<file path="src/rtl/sdram_seq_pkg.sv">
package sdram_seq_pkg;
  typedef enum logic [3:0] {
    ST_CLKSTOP, ST_XSR, ST_IDLE, ST_PDN, ST_HALT, ST_SLPEN, ST_SREN,
    ST_SRF, ST_REF, ST_MRS, ST_ACT, ST_COL, ST_PRE
  } seq_state_e;

  // {cs_n, ras_n, cas_n, we_n}
  localparam logic [3:0] CMD_NOP = 4'b0111;
  localparam logic [3:0] CMD_ACT = 4'b0011;
  localparam logic [3:0] CMD_RD  = 4'b0101;
  localparam logic [3:0] CMD_WR  = 4'b0100;
  localparam logic [3:0] CMD_REF = 4'b0001;
  localparam logic [3:0] CMD_MRS = 4'b0000;

  localparam int AP_BIT = 10;

  // idle request vector positions, index 0 is highest priority
  localparam int RQ_SLEEP = 0;
  localparam int RQ_SRF   = 1;
  localparam int RQ_HALT  = 2;
  localparam int RQ_REF   = 3;
  localparam int RQ_EN    = 4;
  localparam int RQ_ACC   = 5;
  localparam int RQ_APD   = 6;
  localparam int RQ_N     = 7;
endpackage

</file>
<file path="src/rtl/sdram_idle_arb.sv">
module sdram_idle_arb #(
  parameter int N = 7
) (
  input  logic         clk,
  input  logic         rst_n,
  input  logic [N-1:0] req,
  output logic [N-1:0] grant
);
  always_comb begin
    grant = '0;
    for (int i = N - 1; i >= 0; i--) begin
      if (req[i]) grant = N'(1) << i;
    end
  end

  // at most one exit chosen
  p_grant_onehot_r3: assert property (@(posedge clk) disable iff (!rst_n)
    $onehot0(grant));
  // a pending request always yields a choice
  p_grant_any_r3: assert property (@(posedge clk) disable iff (!rst_n)
    (|req) |-> ($countones(grant) == 1));
endmodule

</file>
<file path="src/rtl/sdram_seq_cnt.sv">
module sdram_seq_cnt #(
  parameter int W = 4
) (
  input  logic         clk,
  input  logic         rst_n,
  input  logic         load,
  input  logic [W-1:0] load_val,
  input  logic         dec,
  output logic         zero
);
  logic [W-1:0] cnt;

  always_ff @(posedge clk or negedge rst_n) begin
    if (!rst_n)    cnt <= '0;
    else if (load) cnt <= load_val;
    else if (dec)  cnt <= cnt - 1'b1;
  end

  assign zero = (cnt == '0);

  // counter never wraps below zero
  p_no_wrap_r8: assert property (@(posedge clk) disable iff (!rst_n)
    (dec && !load) |-> !zero);
endmodule

</file>
<file path="src/rtl/sdram_pin_enc.sv">
module sdram_pin_enc
  import sdram_seq_pkg::*;
#(
  parameter int ADDR_W = 13,
  parameter int COL_W  = 9,
  parameter logic [ADDR_W-1:0] MRS_CODE = 'h032
) (
  input  seq_state_e        st,
  input  logic              wr,
  input  logic              last,
  input  logic              clk_run,
  input  logic [ADDR_W-1:0] row,
  input  logic [COL_W-1:0]  col,
  output logic              cke,
  output logic              clk_on,
  output logic [3:0]        cmd,
  output logic [ADDR_W-1:0] addr
);
  always_comb begin
    cke    = 1'b1;
    clk_on = 1'b1;
    cmd    = CMD_NOP;
    addr   = '0;
    unique case (st)
      ST_CLKSTOP: begin cke = 1'b0; clk_on = 1'b0; end
      ST_PDN, ST_SRF: cke = 1'b0;
      ST_HALT: begin cke = 1'b0; clk_on = clk_run; end
      ST_SLPEN, ST_SREN: begin cke = 1'b0; cmd = CMD_REF; end
      ST_REF: cmd = CMD_REF;
      ST_MRS: begin cmd = CMD_MRS; addr = MRS_CODE; end
      ST_ACT: begin cmd = CMD_ACT; addr = row; end
      ST_COL: begin
        cmd = wr ? CMD_WR : CMD_RD;
        addr[COL_W-1:0] = col;
        addr[AP_BIT]    = last;
      end
      default: ;
    endcase
  end
endmodule

</file>
<file path="src/rtl/sdram_cmd_seq.sv">
module sdram_cmd_seq
  import sdram_seq_pkg::*;
#(
  parameter int ADDR_W  = 13,
  parameter int COL_W   = 9,
  parameter int LEN_W   = 3,
  parameter int TRP_CYC = 2,
  parameter int XSR_CYC = 4,
  parameter logic [ADDR_W-1:0] MRS_CODE = 'h032
) (
  input  logic              clk,
  input  logic              rst_n,
  input  logic              sleep_req,
  input  logic              slfrsh_req,
  input  logic              refresh_req,
  input  logic              enable_req,
  input  logic              acc_valid,
  output logic              acc_ready,
  input  logic              acc_write,
  input  logic [LEN_W-1:0]  acc_len,
  input  logic [ADDR_W-1:0] acc_row,
  input  logic [COL_W-1:0]  acc_col,
  input  logic              sw_cke_en,
  input  logic              sw_clk_run,
  input  logic              sw_apd_en,
  output logic              sd_cke,
  output logic              sd_clk_on,
  output logic              sd_cs_n,
  output logic              sd_ras_n,
  output logic              sd_cas_n,
  output logic              sd_we_n,
  output logic [ADDR_W-1:0] sd_addr,
  output logic              beat_ack,
  output logic              acc_done
);
  localparam int WAIT_MAX = (TRP_CYC > XSR_CYC) ? TRP_CYC : XSR_CYC;
  localparam int WAIT_W   = $clog2(WAIT_MAX + 1);

  seq_state_e st, nxt;
  logic [RQ_N-1:0] req, grant;
  logic [ADDR_W-1:0] row_q;
  logic [COL_W-1:0]  col_q;
  logic wr_q, beat_zero, wait_zero, wait_load, hs;
  logic [WAIT_W-1:0] wait_val;
  logic [3:0] cmd;
  logic wake, sr_leave, stop_leave;

  assign req[RQ_SLEEP] = sleep_req;
  assign req[RQ_SRF]   = slfrsh_req;
  assign req[RQ_HALT]  = !sw_cke_en || !sw_clk_run;
  assign req[RQ_REF]   = refresh_req;
  assign req[RQ_EN]    = enable_req;
  assign req[RQ_ACC]   = acc_valid;
  assign req[RQ_APD]   = sw_apd_en;

  sdram_idle_arb #(.N(RQ_N)) u_arb (
    .clk(clk), .rst_n(rst_n), .req(req), .grant(grant)
  );

  assign acc_ready  = (st == ST_IDLE) && grant[RQ_ACC];
  assign hs         = acc_valid && acc_ready;
  assign wake       = sleep_req || refresh_req || enable_req || acc_valid || !sw_apd_en;
  assign stop_leave = sw_cke_en && sw_clk_run && !sleep_req && !slfrsh_req;
  assign sr_leave   = !slfrsh_req && sw_cke_en;

  always_comb begin
    nxt = st;
    unique case (st)
      ST_CLKSTOP: if (stop_leave) nxt = ST_XSR;
      ST_XSR:     if (wait_zero) nxt = ST_IDLE;
      ST_IDLE: begin
        if      (grant[RQ_SLEEP]) nxt = ST_SLPEN;
        else if (grant[RQ_SRF])   nxt = ST_SREN;
        else if (grant[RQ_HALT])  nxt = ST_HALT;
        else if (grant[RQ_REF])   nxt = ST_REF;
        else if (grant[RQ_EN])    nxt = ST_MRS;
        else if (grant[RQ_ACC])   nxt = ST_ACT;
        else if (grant[RQ_APD])   nxt = ST_PDN;
      end
      ST_PDN:   if (wake) nxt = ST_IDLE;
      ST_HALT:  if (sw_cke_en && sw_clk_run) nxt = ST_IDLE;
      ST_SLPEN: nxt = ST_CLKSTOP;
      ST_SREN:  nxt = ST_SRF;
      ST_SRF: begin
        if (sleep_req || !sw_clk_run) nxt = ST_CLKSTOP;
        else if (sr_leave)            nxt = ST_XSR;
      end
      ST_REF, ST_MRS: nxt = ST_IDLE;
      ST_ACT: nxt = ST_COL;
      ST_COL: if (beat_zero) nxt = ST_PRE;
      ST_PRE: if (wait_zero) nxt = ST_IDLE;
      default: nxt = ST_CLKSTOP;
    endcase
  end

  always_ff @(posedge clk or negedge rst_n) begin
    if (!rst_n) st <= ST_CLKSTOP;
    else        st <= nxt;
  end

  always_ff @(posedge clk or negedge rst_n) begin
    if (!rst_n) begin
      row_q <= '0;
      col_q <= '0;
      wr_q  <= 1'b0;
    end else if (hs) begin
      row_q <= acc_row;
      col_q <= acc_col;
      wr_q  <= acc_write;
    end
  end

  sdram_seq_cnt #(.W(LEN_W)) u_beats (
    .clk(clk), .rst_n(rst_n), .load(hs), .load_val(acc_len),
    .dec((st == ST_COL) && !beat_zero), .zero(beat_zero)
  );

  assign wait_load = (nxt != st) && ((nxt == ST_XSR) || (nxt == ST_PRE));
  assign wait_val  = (nxt == ST_XSR) ? WAIT_W'(XSR_CYC - 1) : WAIT_W'(TRP_CYC - 1);

  sdram_seq_cnt #(.W(WAIT_W)) u_wait (
    .clk(clk), .rst_n(rst_n), .load(wait_load), .load_val(wait_val),
    .dec(((st == ST_XSR) || (st == ST_PRE)) && !wait_zero), .zero(wait_zero)
  );

  sdram_pin_enc #(.ADDR_W(ADDR_W), .COL_W(COL_W), .MRS_CODE(MRS_CODE)) u_enc (
    .st(st), .wr(wr_q), .last(beat_zero), .clk_run(sw_clk_run),
    .row(row_q), .col(col_q), .cke(sd_cke), .clk_on(sd_clk_on),
    .cmd(cmd), .addr(sd_addr)
  );

  assign {sd_cs_n, sd_ras_n, sd_cas_n, sd_we_n} = cmd;
  assign beat_ack = (st == ST_COL);
  assign acc_done = (st == ST_PRE) && wait_zero;

  // refresh and mode set are single-cycle commands
  p_single_cmd_r4: assert property (@(posedge clk) disable iff (!rst_n)
    (cmd == CMD_REF || cmd == CMD_MRS) |=> (cmd == CMD_NOP));
  // activate is followed directly by a column beat
  p_act_col_r5: assert property (@(posedge clk) disable iff (!rst_n)
    (cmd == CMD_ACT) |=> beat_ack);
  // a beat without auto-precharge is never the last
  p_more_beats_r7: assert property (@(posedge clk) disable iff (!rst_n)
    (beat_ack && !sd_addr[AP_BIT]) |=> beat_ack);
  // the precharging beat is followed by NOP wait
  p_ap_wait_r8: assert property (@(posedge clk) disable iff (!rst_n)
    (beat_ack && sd_addr[AP_BIT]) |=> (!beat_ack && cmd == CMD_NOP));
  // with clock enable low only NOP or self-refresh entry appear
  p_cke_low_quiet_r11: assert property (@(posedge clk) disable iff (!rst_n)
    !sd_cke |-> (cmd == CMD_NOP || cmd == CMD_REF));
  // the handshake only happens with a request present
  p_ready_valid_r5: assert property (@(posedge clk) disable iff (!rst_n)
    acc_ready |-> acc_valid);
endmodule

</file>
<file path="config.mk">
export PLATFORM = sky130hd
export DESIGN_NAME = sdram_cmd_seq
export DESIGN_NICKNAME = d
export VERILOG_FILES = /design/src/rtl/sdram_seq_pkg.sv /design/src/rtl/sdram_idle_arb.sv /design/src/rtl/sdram_seq_cnt.sv /design/src/rtl/sdram_pin_enc.sv /design/src/rtl/sdram_cmd_seq.sv
export SDC_FILE = /design/constraint.sdc
export NUM_CORES = 1
export LEC_CHECK = 0
export ABC_CLOCK_PERIOD_IN_PS = 1900
export BUFFER_PORTS_ARGS = -buffer_cell sky130_fd_sc_hd__buf_4
export CAP_MARGIN = 10
export CORE_MARGIN = 2
export CORE_UTILIZATION = 47
export CTS_CLUSTER_SIZE = 8
export DETAILED_ROUTE_END_ITERATION = 16
export PLACE_DENSITY_LB_ADDON = 0.3
export SYNTH_ARGS = -nofsm -noshare
export SYNTH_HDL_FRONTEND = slang
export SYNTH_SLANG_ARGS = --single-unit
export TNS_END_PERCENT = 10
</file>
<file path="constraint.sdc">
create_clock -name clk -period 1.9 [get_ports clk]
set_input_delay 0.095 -clock clk [delete_from_list [all_inputs] [get_ports clk]]
set_output_delay 0.095 -clock clk [all_outputs]
set_load 0.05 [all_outputs]
</file>
After elaboration in Yosys (flattened, before gate mapping). Index checks and enable logic that the tools add are counted.

Register bits after elaboration: 33. RAM bits: 0. Word-level logic and storage cells: 92. Bits in latches: 0. Memories kept: 0. Bits in read-only memories: 0.

Eq/ne operators: 15. Divide/modulo/power cells: 0. Add/sub/neg operators: 2. $mul: 0. Reduce and logical (&&, ||, !) cells: 34. Mux-type cells: 35. Shift-type cells: 0. Bitwise operators: 0. Magnitude comparators: 0.

Operators by type and width (count): $mux W4 (14); $mux W7 (7); $pmux W4 S10 (1); $pmux W9 S3 (1); $eq A4 B4 Y1 const B (6); $eq A4 B3 Y1 const B (4); $pmux W4 S4 (1); $mux W3 (4); $logic_and A1 B1 Y1 (10); $eq A4 B1 Y1 const B (2); $eq A4 B2 Y1 const B (2); $logic_or A1 B1 Y1 (8); $logic_not A1 Y1 (7); $logic_not A3 Y1 (2); $reduce_or A6 Y1 (1); $sub A3 B1 Y3 const B (2); $logic_not A4 Y1 (1); $mux W2 (2); $ne A4 B4 Y1 (1); $pmux W1 S2 (2); $reduce_bool A2 Y1 (2); $reduce_or A2 Y1 (2); $mux W1 (3); $reduce_or A3 Y1 (1).

Longest topological paths before layout. Gate-level depths: netlist of run 1.

Depth in word-level cells: 19. Depth in mapped cells: 9.

Modules after synthesis. Synthesis of run 1 repeated with hierarchy kept, for this count alone.

Cells, all modules: 225. Area total of the unflattened synthesis: 2210.9 um^2.

Modules (own cells, without submodules): sdram_cmd_seq (instances 1, area an instance 1437.6 um^2, cells an instance 130); sdram_seq_cnt (instances 2, area an instance 178.9 um^2, cells an instance 19); sdram_pin_enc (instances 1, area an instance 341.6 um^2, cells an instance 48); sdram_idle_arb (instances 1, area an instance 73.8 um^2, cells an instance 9).

Worst setup path before layout of run 1. OpenSTA, ideal clock, no wires.

Path type: register -> output. Start: register st[2]. End: output port sd_cas_n. Setup slack: -486 ps. Data arrival time: 2291 ps. Stages on the path, launching flop included: 7. Cell sequence: dfrtp_1 -> buf_2 -> clkbuf_1 -> nor2b_1 -> a21oi_1 -> nor2_1 -> a221oi_1.

Longest elaborated chain between the ends: 3. Elaborated cells between the ends (all ways): 8.

RTL lines: start: declaration (RTL line sdram_cmd_seq.sv:39) `seq_state_e st, nxt;`; start signal: assignment (RTL line sdram_cmd_seq.sv:98) `else st <= nxt;`; $eq A4 B3 Y1 / $eq A4 B4 Y1 (equally long branches) (RTL line sdram_pin_enc.sv:24) `unique case (st)`; $reduce_or A3 Y1 (no source line); $pmux W4 S4 (*) (RTL line sdram_pin_enc.sv:24); end: declaration (RTL line sdram_cmd_seq.sv:30) `output logic sd_cas_n,`.

Every way passes the cells marked *; elsewhere a longest branch is shown, timed or not.

Worst setup path in the final report of run 1.
Start: register st[3]. End: register u_wait.cnt[0].

Longest elaborated chain between the ends: 12. Elaborated cells between the ends (all ways): 38.

RTL lines: $mux W4 (RTL line sdram_cmd_seq.sv:78) `else if (grant[RQ_APD]) nxt = ST_PDN;`; $mux W4 (RTL line sdram_cmd_seq.sv:77) `else if (grant[RQ_ACC]) nxt = ST_ACT;`; $mux W4 (RTL line sdram_cmd_seq.sv:76) `else if (grant[RQ_EN]) nxt = ST_MRS;`; $mux W4 (RTL line sdram_cmd_seq.sv:75) `else if (grant[RQ_REF]) nxt = ST_REF;`; $mux W4 (RTL line sdram_cmd_seq.sv:74) `else if (grant[RQ_HALT]) nxt = ST_HALT;`; $mux W4 (RTL line sdram_cmd_seq.sv:73) `else if (grant[RQ_SRF]) nxt = ST_SREN;`; $mux W4 (RTL line sdram_cmd_seq.sv:72) `if (grant[RQ_SLEEP]) nxt = ST_SLPEN;`; $pmux W4 S10 (RTL line sdram_cmd_seq.sv:68) `unique case (st)`; $eq A4 B1 Y1 / $eq A4 B4 Y1 (equally long branches) (RTL line sdram_cmd_seq.sv:118) `assign wait_load = (nxt != st) && ((nxt == ST_XSR) || (nxt == ST_PRE));`; $logic_or A1 B1 Y1 (RTL line sdram_cmd_seq.sv:118); $logic_and A1 B1 Y1 (RTL line sdram_cmd_seq.sv:118); $mux W3 / $reduce_bool A2 Y1 (equally long branches); end signal: assignment (RTL line sdram_seq_cnt.sv:15) `else if (load) cnt <= load_val;`; end signal: assignment (RTL line sdram_seq_cnt.sv:16) `else if (dec) cnt <= cnt - 1'b1;`; end: declaration (RTL line sdram_seq_cnt.sv:11) `logic [W-1:0] cnt;`.

Several ways; a longest one is shown, not always the timed one. A chain may end at the register's enable or synchronous reset.

==> results of run 1 <==
[worst max-delay path by stage]
| stage | start | end | slack, ns | depth (start not counted) |
|---|---|---|---|---|
| after floorplan | st[1]$_DFF_PN0_ | u_wait.cnt[2]$_DFFE_PN0P_ | -0.22 | 7 |
| after global placement | st[2]$_DFF_PN0_ | u_wait.cnt[2]$_DFFE_PN0P_ | -0.18 | 7 |
| after detailed placement | st[2]$_DFF_PN0_ | u_wait.cnt[1]$_DFFE_PN0P_ | -0.22 | 7 |
| after CTS | st[0]$_DFF_PN0_ | u_wait.cnt[2]$_DFFE_PN0P_ | -0.07 | 7 |
| after global routing | u_wait.cnt[0]$_DFFE_PN0P_ | u_wait.cnt[1]$_DFFE_PN0P_ | -0.22 | 8 |
| final | st[3]$_DFF_PN0_ | u_wait.cnt[0]$_DFFE_PN0P_ | -0.15 | 7 |
[cells by family after synthesis]
group,synth area share
DFF,0.3903
xor gates and xnor gates,0.02070
muxes,0.03312
and+or+nand+nor,0.3211
adders and majority gates,0.02366
AOI/OAI and AO/OA,0.1549
other,0.001772
buffers and inverters,0.05440
[area by class of cell]
class	instances	area, µm²	area share
Clock inverter	2	37.54	0.01131
Inverter	9	38.79	0.01169
Tap cell	52	65.06	0.01961
Sequential cell	33	829.5	0.2500
Timing Repair Buffer	126	998.5	0.3009
Clock buffer	6	82.58	0.02489
Multi-Input combinational cell	208	1266	0.3816
[flip-flops by register name, summed over array words and instances, names as in the netlist]
register	cells
col_q	9
st	4
u_beats.cnt	3
wr_q	1
row_q	13
u_wait.cnt	3
[stage by stage]
step / instance area [µm²] / total power, µW
after CTS: 3251 / 2674
after detailed placement: 2875 / 1827
final: 3318 / 2723
after global placement: 2875 / 1812
after floorplan: 2133 / 1415
after global routing: 3318 / 2867
[cells in the final DEF, fill, tap and decap left out, types with 2 or more instances in the layout]
| cell | instances |
|---|---|
| buf_4 | 108 |
| nand2_1 | 85 |
| dfrtp_1 | 30 |
| nor2_1 | 14 |
| dlygate4sd3_1 | 12 |
| o21ai_0 | 9 |
| a21oi_1 | 8 |
| inv_1 | 7 |
| mux2i_1 | 7 |
| nor2b_1 | 6 |
| nand3_1 | 6 |
| clkbuf_8 | 6 |
| buf_6 | 6 |
| o211ai_1 | 4 |
| nand3b_1 | 4 |
| xnor2_1 | 4 |
| and3_1 | 3 |
| and2_1 | 3 |
| nand2b_1 | 3 |
| a21oi_2 | 3 |
| a31oi_1 | 3 |
| a21o_1 | 3 |
| dfrtp_2 | 3 |
| o21ai_1 | 2 |
| nand3_2 | 2 |
| nor3_1 | 2 |
| ha_2 | 2 |
| ha_1 | 2 |
[power by group]
part | total (µW) | leakage, µW | switching (µW) | internal, µW
clock | 702 | 0.0000574 | 276 | 427
sequential | 841 | 0.000432 | 75.7 | 765
combinational | 1180 | 0.00120 | 567 | 613
[timing repair]
action / CTS / global route
hold endpoints to repair: 44 / 0
hold buffers: 12 / 0
gates resized for setup: 16 / 13
pin swaps: 4 / 8
endpoints found under the setup margin: 27 / 8
buffers inserted: 11 / 3
[layer usage]
metal | up-vias | track usage | routed length (µm)
li1 | 1134 | - | -
met1 | 1052 | 0.3276 | 2837
met2 | 81 | 0.4621 | 3153
met3 | 8 | 0.06410 | 392
met4 | 0 | 0.07966 | 91
met5 | - | 0 | 0
[worst max-delay path: stages (launching register included)]
cell and delay [ns]:
dfrtp_2 0.49, buf_6 0.16, and4b_2 0.26, o2bb2ai_4 0.12, a311oi_2 0.29, o31a_1 0.24
o211a_1 0.21, a32oi_1 0.13
==> results.toml, run 1 <==
[status]
status = "finished with violations"
violations = "negative setup slack"

[floorplan]
start_util = 0.4859
die_area_um2 = 5055
die_h_um = 71.10
dieWidth_um = 71.10
ios = 58
rows = 24
coreArea_um2 = 4354

[grt]
grt_usage = 0.2660
antenna_found_initial = 0
globalRoute.totalOverflow = 0
grt_max_degree = 34
grt_pass1_wl_um = 10730
grt_pass1_vias = 2403

[sta]
fmax_mhz = 488.0
rsz0062_at_grt = "yes"
finalCritPeriodShare = 1.079
hold_viol_final = 0
slew_violations = 0
layout_min_cycle_time_ns = 2.049
finalSetupViolCount = 4
hold_ws_ns = 0.007697
finalSetupTns_ns = -0.4600
fin_skew_ns = 0.008444
setup_ws_ns = -0.1493

[place]
place_congestion = 0.9904
place.detailed.hpwl_um = 4291
placed_cells = 403
io_buffers = 56
post-place-ws_ns = -0.2247

[finish]
synthToLayoutAreaGrowth_pct = 56.83
n_antenna_cell = 0
finish.utilization = 0.7621
final_nets = 423
drive_gt1_frac = 0.3906
layout.cells.non_filler = 436
fillers = 338

[clock_network]
cts_root_buffer = "clkbuf_8"
clkLatencyLatePin_ns = 0.28
clock_sinks = 33
cts_buffer_depth = 2
path_clk_slew_ns = 0.08
htreeDepth = 2
numCtsBuffers = 5
tritoncts = "built"

[synth]
yosysWarnings = 0
synth_common_cells = "nand2_1 (86), dfrtp_1 (33), nor2_1 (15)"
synth_edf_count = 0
synth_top_area_cell = "dfrtp_1"
yosysSeqAreaShare = 0.3903
avgSynthCellArea_um2 = 7.984
synth-seq-cells = 33
syn_inst = 265
synthFlopType = "dfrtp_1"
postSynth.asyncResetShare = 1.000
synth_top_area_share = 0.3903
yosysUniqueCellTypes = 53
syn_area_um2 = 2116
synthMostInstantiatedCell = "nand2_1"
synthTopCellsByArea = "dfrtp_1 (39%), nand2_1 (15%), mux2i_1 (3.3%), nor2_1 (2.7%), a21oi_1 (2.6%)"
synth_fp_nets = 305

[detailed_routing]
routedWlPerCell_um = 14.85
routed_wl_um = 6474
vias = 2275
drtPass1Iterations = 4
drc = 0
drt_iter0_drc = 213
ant_nets = 0
viasPerCell = 5.218

[setup_path]
endpoint_kind = "flip-flop"
reg2reg_from = "st[3]$_DFF_PN0_"
reg2reg_depth = 7
r2r_setup_slack_ns = -0.15
cp.arrival_ns = 2.20
path_max_fanout = 7
cp-start-kind = "flip-flop"
required_ns = 2.05
r2r_end = "u_wait.cnt[0]$_DFFE_PN0P_"
worstSetupPathType = "flip-flop to flip-flop"

[pwr]
vdd_drop_max_uv = 509.8
power_density_nw_per_um2 = 820.5
leakagePower_uw = 0.001685

[hold_path]
worstHoldPathType = "primary input to flip-flop"
hold_depth = 3
min_to = "col_q[3]$_DFFE_PN0P_"
min-delay-start = "acc_col[3]"

[flow_run]
maxCapViolations = 0
Power figures use the tool's default switching activity.
==> run 2: changes to the inputs <==
--- a/config.mk
+++ b/config.mk
@@ -8,7 +8,6 @@
 export ABC_CLOCK_PERIOD_IN_PS = 1900
 export BUFFER_PORTS_ARGS = -buffer_cell sky130_fd_sc_hd__buf_4
 export CAP_MARGIN = 10
-export CORE_MARGIN = 2
 export CORE_UTILIZATION = 47
 export CTS_CLUSTER_SIZE = 8
 export DETAILED_ROUTE_END_ITERATION = 16
==> run 2 against run 1 <==
Compared with the run above:
- the run still ends with negative setup slack left
- setup slack improved by 0.046 ns
- first-iteration DRC count fell by 48%
- clock skew fell by 0.0045 ns
- utilization fell by 1.4 points
- non-clock buffer count fell by 4
- final cell count fell by 0.92%
- fmax rose by 2.3%
- die area fell by 5.5%
- sequential share of layout area rose by 0.47 points
- wire length fell by 4.5%
- highest routed layer unchanged
==> results.toml, run 2 (synthesized netlist as in run 1, its figures left out) <==
[detailed_routing]
drt_iter0_drc = 111
ant_nets = 0
viasPerCell = 5.220
routed_wl_um = 6181
drc = 0
vias = 2255
routedWlPerCell_um = 14.31
drtPass1Iterations = 4

[clock_network]
tritoncts = "built"
cts_buffer_depth = 2
path_clk_slew_ns = 0.07
htreeDepth = 2
clock_sinks = 33
numCtsBuffers = 5
cts_root_buffer = "clkbuf_8"
clkLatencyLatePin_ns = 0.28

[sta]
setup_ws_ns = -0.1038
fmax_mhz = 499.1
finalSetupViolCount = 3
hold_ws_ns = 0.01018
fin_skew_ns = 0.003931
finalCritPeriodShare = 1.055
hold_viol_final = 0
layout_min_cycle_time_ns = 2.004
slew_violations = 0
rsz0062_at_grt = "yes"

[finish]
final_cell_mix = "buf_4 (96), nand2_1 (85), dfrtp_1 (30)"
finish.utilization = 0.7480
layout_commonest_cell = "buf_4"
top_register = "row_q"
final_nets = 419
drive_gt1_frac = 0.3579
biggestRegsByFlops = "row_q (13), col_q (9), st (4)"
synthToLayoutAreaGrowth_pct = 53.93
final_area_um2 = 3257
fillers = 332
n_antenna_cell = 0
largest_reg_flops = 13

[pwr]
power.switching_uw = 856.7
power_density_nw_per_um2 = 745.0
leakagePower_uw = 0.001638
swShare = 0.3531
vdd_drop_max_uv = 466.4
sequentialPowerShare = 0.339
p_comb_frac = 0.452
intPower_uw = 1570
power_frac_clock = 0.209

[floorplan]
die_area_um2 = 4774
ios = 58
coreArea_um2 = 4354
dieWidth_um = 69.10
rows = 24
die_h_um = 69.10
start_util = 0.4859

[status]
violations = "negative setup slack"
status = "finished with violations"

[setup_path]
path_max_fanout = 8
endpoint_kind = "flip-flop"
required_ns = 2.08
worstSetupPathType = "flip-flop to flip-flop"
cp.arrival_ns = 2.18
cp-start-kind = "flip-flop"
reg2reg_depth = 6

[grt]
grt_max_degree = 34
antenna_found_initial = 0
grt_pass1_wl_um = 10240
grt_pass1_vias = 2245
grt_usage = 0.2707
globalRoute.totalOverflow = 0

[hold_path]
worstHoldPathType = "primary input to flip-flop"
hold_depth = 3

[place]
place_congestion = 0.9850
io_buffers = 56
place.detailed.hpwl_um = 4404
placed_area_um2 = 2913

[flow_run]
maxCapViolations = 0
==> run 2: worst max-delay path, cell delays in order (launching register included) <==
cell	delay (ns)
dfrtp_2	0.46
or4_1	0.54
o2bb2ai_2	0.16
a311oi_2	0.06
o31a_1	0.16
o211a_1	0.25
a32o_1	0.26
==> run 2: final timing paths <==
kind / start / endpoint / slack [ns]
min: acc_row[1] / row_q[1]$_DFFE_PN0P_ / 0.01
max reg2reg: st[0]$_DFF_PN0_ / u_wait.cnt[2]$_DFFE_PN0P_ / -0.10
max in group asynchronous: rst_n / st[0]$_DFF_PN0_ / 1.26
max: st[0]$_DFF_PN0_ / u_wait.cnt[2]$_DFFE_PN0P_ / -0.10
min in group asynchronous: rst_n / st[1]$_DFF_PN0_ / 0.31
min reg2reg: row_q[12]$_DFFE_PN0P_ / row_q[12]$_DFFE_PN0P_ / 0.47
==> run 2: through the flow <==
| stage | setup slack, ns | cells | total power (µW) | TNS [ns] |
|---|---|---|---|---|
| after CTS | -0.09970 | 431 | 2408 | -0.2655 |
| after floorplan | -0.2190 | 265 | 1415 | -1.335 |
| after detailed placement | -0.1552 | 408 | 1840 | -0.4150 |
| final | -0.1038 | 432 | 2426 | -0.2464 |
| after global placement | -0.1136 | 408 | 1817 | -0.2518 |
| after global routing | -0.1642 | 432 | 2561 | -0.5894 |
==> run 2: power by group through the flow <==
stage	logic (µW)	clock network (µW)	registers, µW
global route	1180	550	833
CTS	1070	519	819
floorplan	603	0	811
finish	1100	508	822
global placement	993	0	824
detailed placement	1020	0	825
==> run 2: area by class of cell <==
type | instances | area [µm²] | area share
repair buffers | 122 | 1002 | 0.3077
well taps | 52 | 65.06 | 0.01998
multi-input cells | 208 | 1246 | 0.3826
inverters | 9 | 33.78 | 0.01037
flip-flops and latches | 33 | 829.5 | 0.2547
clock buffers | 8 | 80.08 | 0.02459
==> run 2: timing repair <==
| action | 4_1_cts | 5_1_grt |
|---|---|---|
| endpoints found under the setup margin | 7 | 9 |
| cloned | 0 | 0 |
| hold endpoints to repair | 47 | 0 |
| hold buffers | 15 | 0 |
| pin swaps | 1 | 4 |
| setup buffers | 0 | 1 |
| gates resized for setup | 14 | 15 |
==> run 2: routing by layer <==
layer	up-vias	routed length (µm)	GRT usage
met5	-	0	0
met1	1054	2628	0.3311
met3	12	328	0.04971
li1	1122	-	-
met4	0	142	0.1134
met2	67	3082	0.4660
==> run 3: changes to the inputs <==
--- a/config.mk
+++ b/config.mk
@@ -9,9 +9,12 @@
 export BUFFER_PORTS_ARGS = -buffer_cell sky130_fd_sc_hd__buf_4
 export CAP_MARGIN = 10
 export CORE_UTILIZATION = 47
+export CTS_CLUSTER_DIAMETER = 30
 export CTS_CLUSTER_SIZE = 8
 export DETAILED_ROUTE_END_ITERATION = 16
 export PLACE_DENSITY_LB_ADDON = 0.3
+export SETUP_SLACK_MARGIN = 0.15
+export SLEW_MARGIN = 20
 export SYNTH_ARGS = -nofsm -noshare
 export SYNTH_HDL_FRONTEND = slang
 export SYNTH_SLANG_ARGS = --single-unit
==> run 3 against run 2 <==
Compared with the run above:
- the run still ends with negative setup slack left
- setup slack lost 0.085 ns
- non-clock buffer count increased by 8
- clock power up 3.9%
- clock skew fell by 0.00078 ns
- wire length is 12% higher
==> results.toml, run 3 (synthesized netlist as in run 1, its figures left out) <==
[floorplan]
die_h_um = 69.10
dieWidth_um = 69.10
start_util = 0.4859
coreArea_um2 = 4354
rows = 24
ios = 58
die_area_um2 = 4774

[setup_path]
cp.arrival_ns = 2.26
endpoint_kind = "flip-flop"
path_max_fanout = 8
required_ns = 2.07
worstSetupPathType = "flip-flop to flip-flop"
cp-start-kind = "flip-flop"

[finish]
n_antenna_cell = 0
final_cell_mix = "buf_4 (103), nand2_1 (84), dfrtp_1 (29)"
synthToLayoutAreaGrowth_pct = 61.80
final_nets = 427
largest_reg_flops = 13
top_register = "row_q"
finish.utilization = 0.7862
biggestRegsByFlops = "row_q (13), col_q (9), st (4)"
layout_commonest_cell = "buf_4"
drive_gt1_frac = 0.4238

[grt]
grt_pass1_wl_um = 10770
grt_max_degree = 34
globalRoute.totalOverflow = 0
grt_usage = 0.2802
antenna_found_initial = 0
grt_pass1_vias = 2358

[place]
post-place-ws_ns = -0.1927
io_buffers = 56
place_congestion = 0.9335
place.detailed.hpwl_um = 4606

[clock_network]
clkLatencyLatePin_ns = 0.28
clock_sinks = 33
cts_root_buffer = "clkbuf_8"
cts_buffer_depth = 2
numCtsBuffers = 5
tritoncts = "built"
htreeDepth = 2
path_clk_slew_ns = 0.06

[pwr]
vdd_drop_max_uv = 536.7
leakagePower_uw = 0.001691
power_density_nw_per_um2 = 765.2

[detailed_routing]
drtPass1Iterations = 5
vias = 2435
drc = 0
routed_wl_um = 6946
drt_iter0_drc = 255
routedWlPerCell_um = 15.82
ant_nets = 0
viasPerCell = 5.547

[sta]
slew_violations = 0
setup_ws_ns = -0.1884
hold_viol_final = 0
fmax_mhz = 478.8
rsz0062_at_grt = "yes"
finalCritPeriodShare = 1.099
layout_min_cycle_time_ns = 2.088
finalSetupViolCount = 5
finalSetupTns_ns = -0.5076
fin_skew_ns = 0.003154

[flow_run]
maxCapViolations = 0

[status]
violations = "negative setup slack"
status = "finished with violations"

[hold_path]
worstHoldPathType = "primary input to flip-flop"
[run 3: cell types whose count changed in the layout (fill, tap and decap cells not counted), sizes merged]
cell / change
buf: +13
clkinv: -1
dlygate4sd3: -6
inv: +1
[run 3: final cells by class]
| cell class | instances | area, µm² |
|---|---|---|
| Fill cell | 309 | 930.9 |
| Sequential cell | 33 | 830.8 |
| Clock buffer | 7 | 86.33 |
| Timing Repair Buffer | 130 | 1097 |
| Tap cell | 52 | 65.06 |
| Inverter | 9 | 33.78 |
| Multi-Input combinational cell | 208 | 1310 |
[run 3: worst paths after layout]
kind / from / endpoint / slack (ns) / depth (start not counted)
hold reg to reg: row_q[12]$_DFFE_PN0P_ / row_q[12]$_DFFE_PN0P_ / 0.47 / 2
hold / removal: acc_row[2] / row_q[2]$_DFFE_PN0P_ / 0.006 / 3
min in group asynchronous: rst_n / row_q[8]$_DFFE_PN0P_ / 0.32 / 2
setup / recovery: st[3]$_DFF_PN0_ / u_wait.cnt[2]$_DFFE_PN0P_ / -0.19 / 8
setup reg to reg: st[3]$_DFF_PN0_ / u_wait.cnt[2]$_DFFE_PN0P_ / -0.19 / 8
max in group asynchronous: rst_n / st[1]$_DFF_PN0_ / 1.25 / 2
[run 3: worst max-delay path, cell delays in order, from the launching register on]
cell	delay [ns]
dfrtp_2	0.49
buf_6	0.16
buf_4	0.11
nor2_1	0.05
o21ai_0	0.13
o211ai_1	0.19
or2_2	0.32
a211o_1	0.30
a32o_1	0.21
[run 3: where the power goes]
part           switching [µW]  leakage, µW  internal (µW)  total, µW
clock network             241    0.0000443            287        528
logic                     626      0.00122            638       1260
registers                61.7     0.000430            766        828
total                     928      0.00169           1690       2620
[run 3: routing by layer]
layer  routed length (µm)  part of all wire  global-route usage  up-vias
li1                     -                 -                   -     1136
met1                 2856              0.41              0.3608     1156
met2                 3481              0.50              0.4682      119
met3                  389             0.056             0.05556       24
met4                  219             0.032             0.09751        0
met5                    0                 0                   0        -
[run 3: timing repair]
item / CTS / global route
pin swaps: 2 / 6
buffers inserted: 13 / 4
cloned: 0 / 1
setup endpoints to repair: 38 / 42
gates resized for setup: 26 / 21
endpoints found under the hold margin: 41 / 0
hold buffers: 9 / 0
[run 3: stage by stage]
step	hold slack, ns	cell area [µm²]	cells	total power, µW
floorplan	-0.2006	2181	265	1433
global placement	0.05927	2949	405	1858
detailed placement	0.06143	2949	405	1877
CTS	0.0003043	3297	434	2542
global route	0.001874	3423	439	2764
finish	0.006256	3423	439	2619
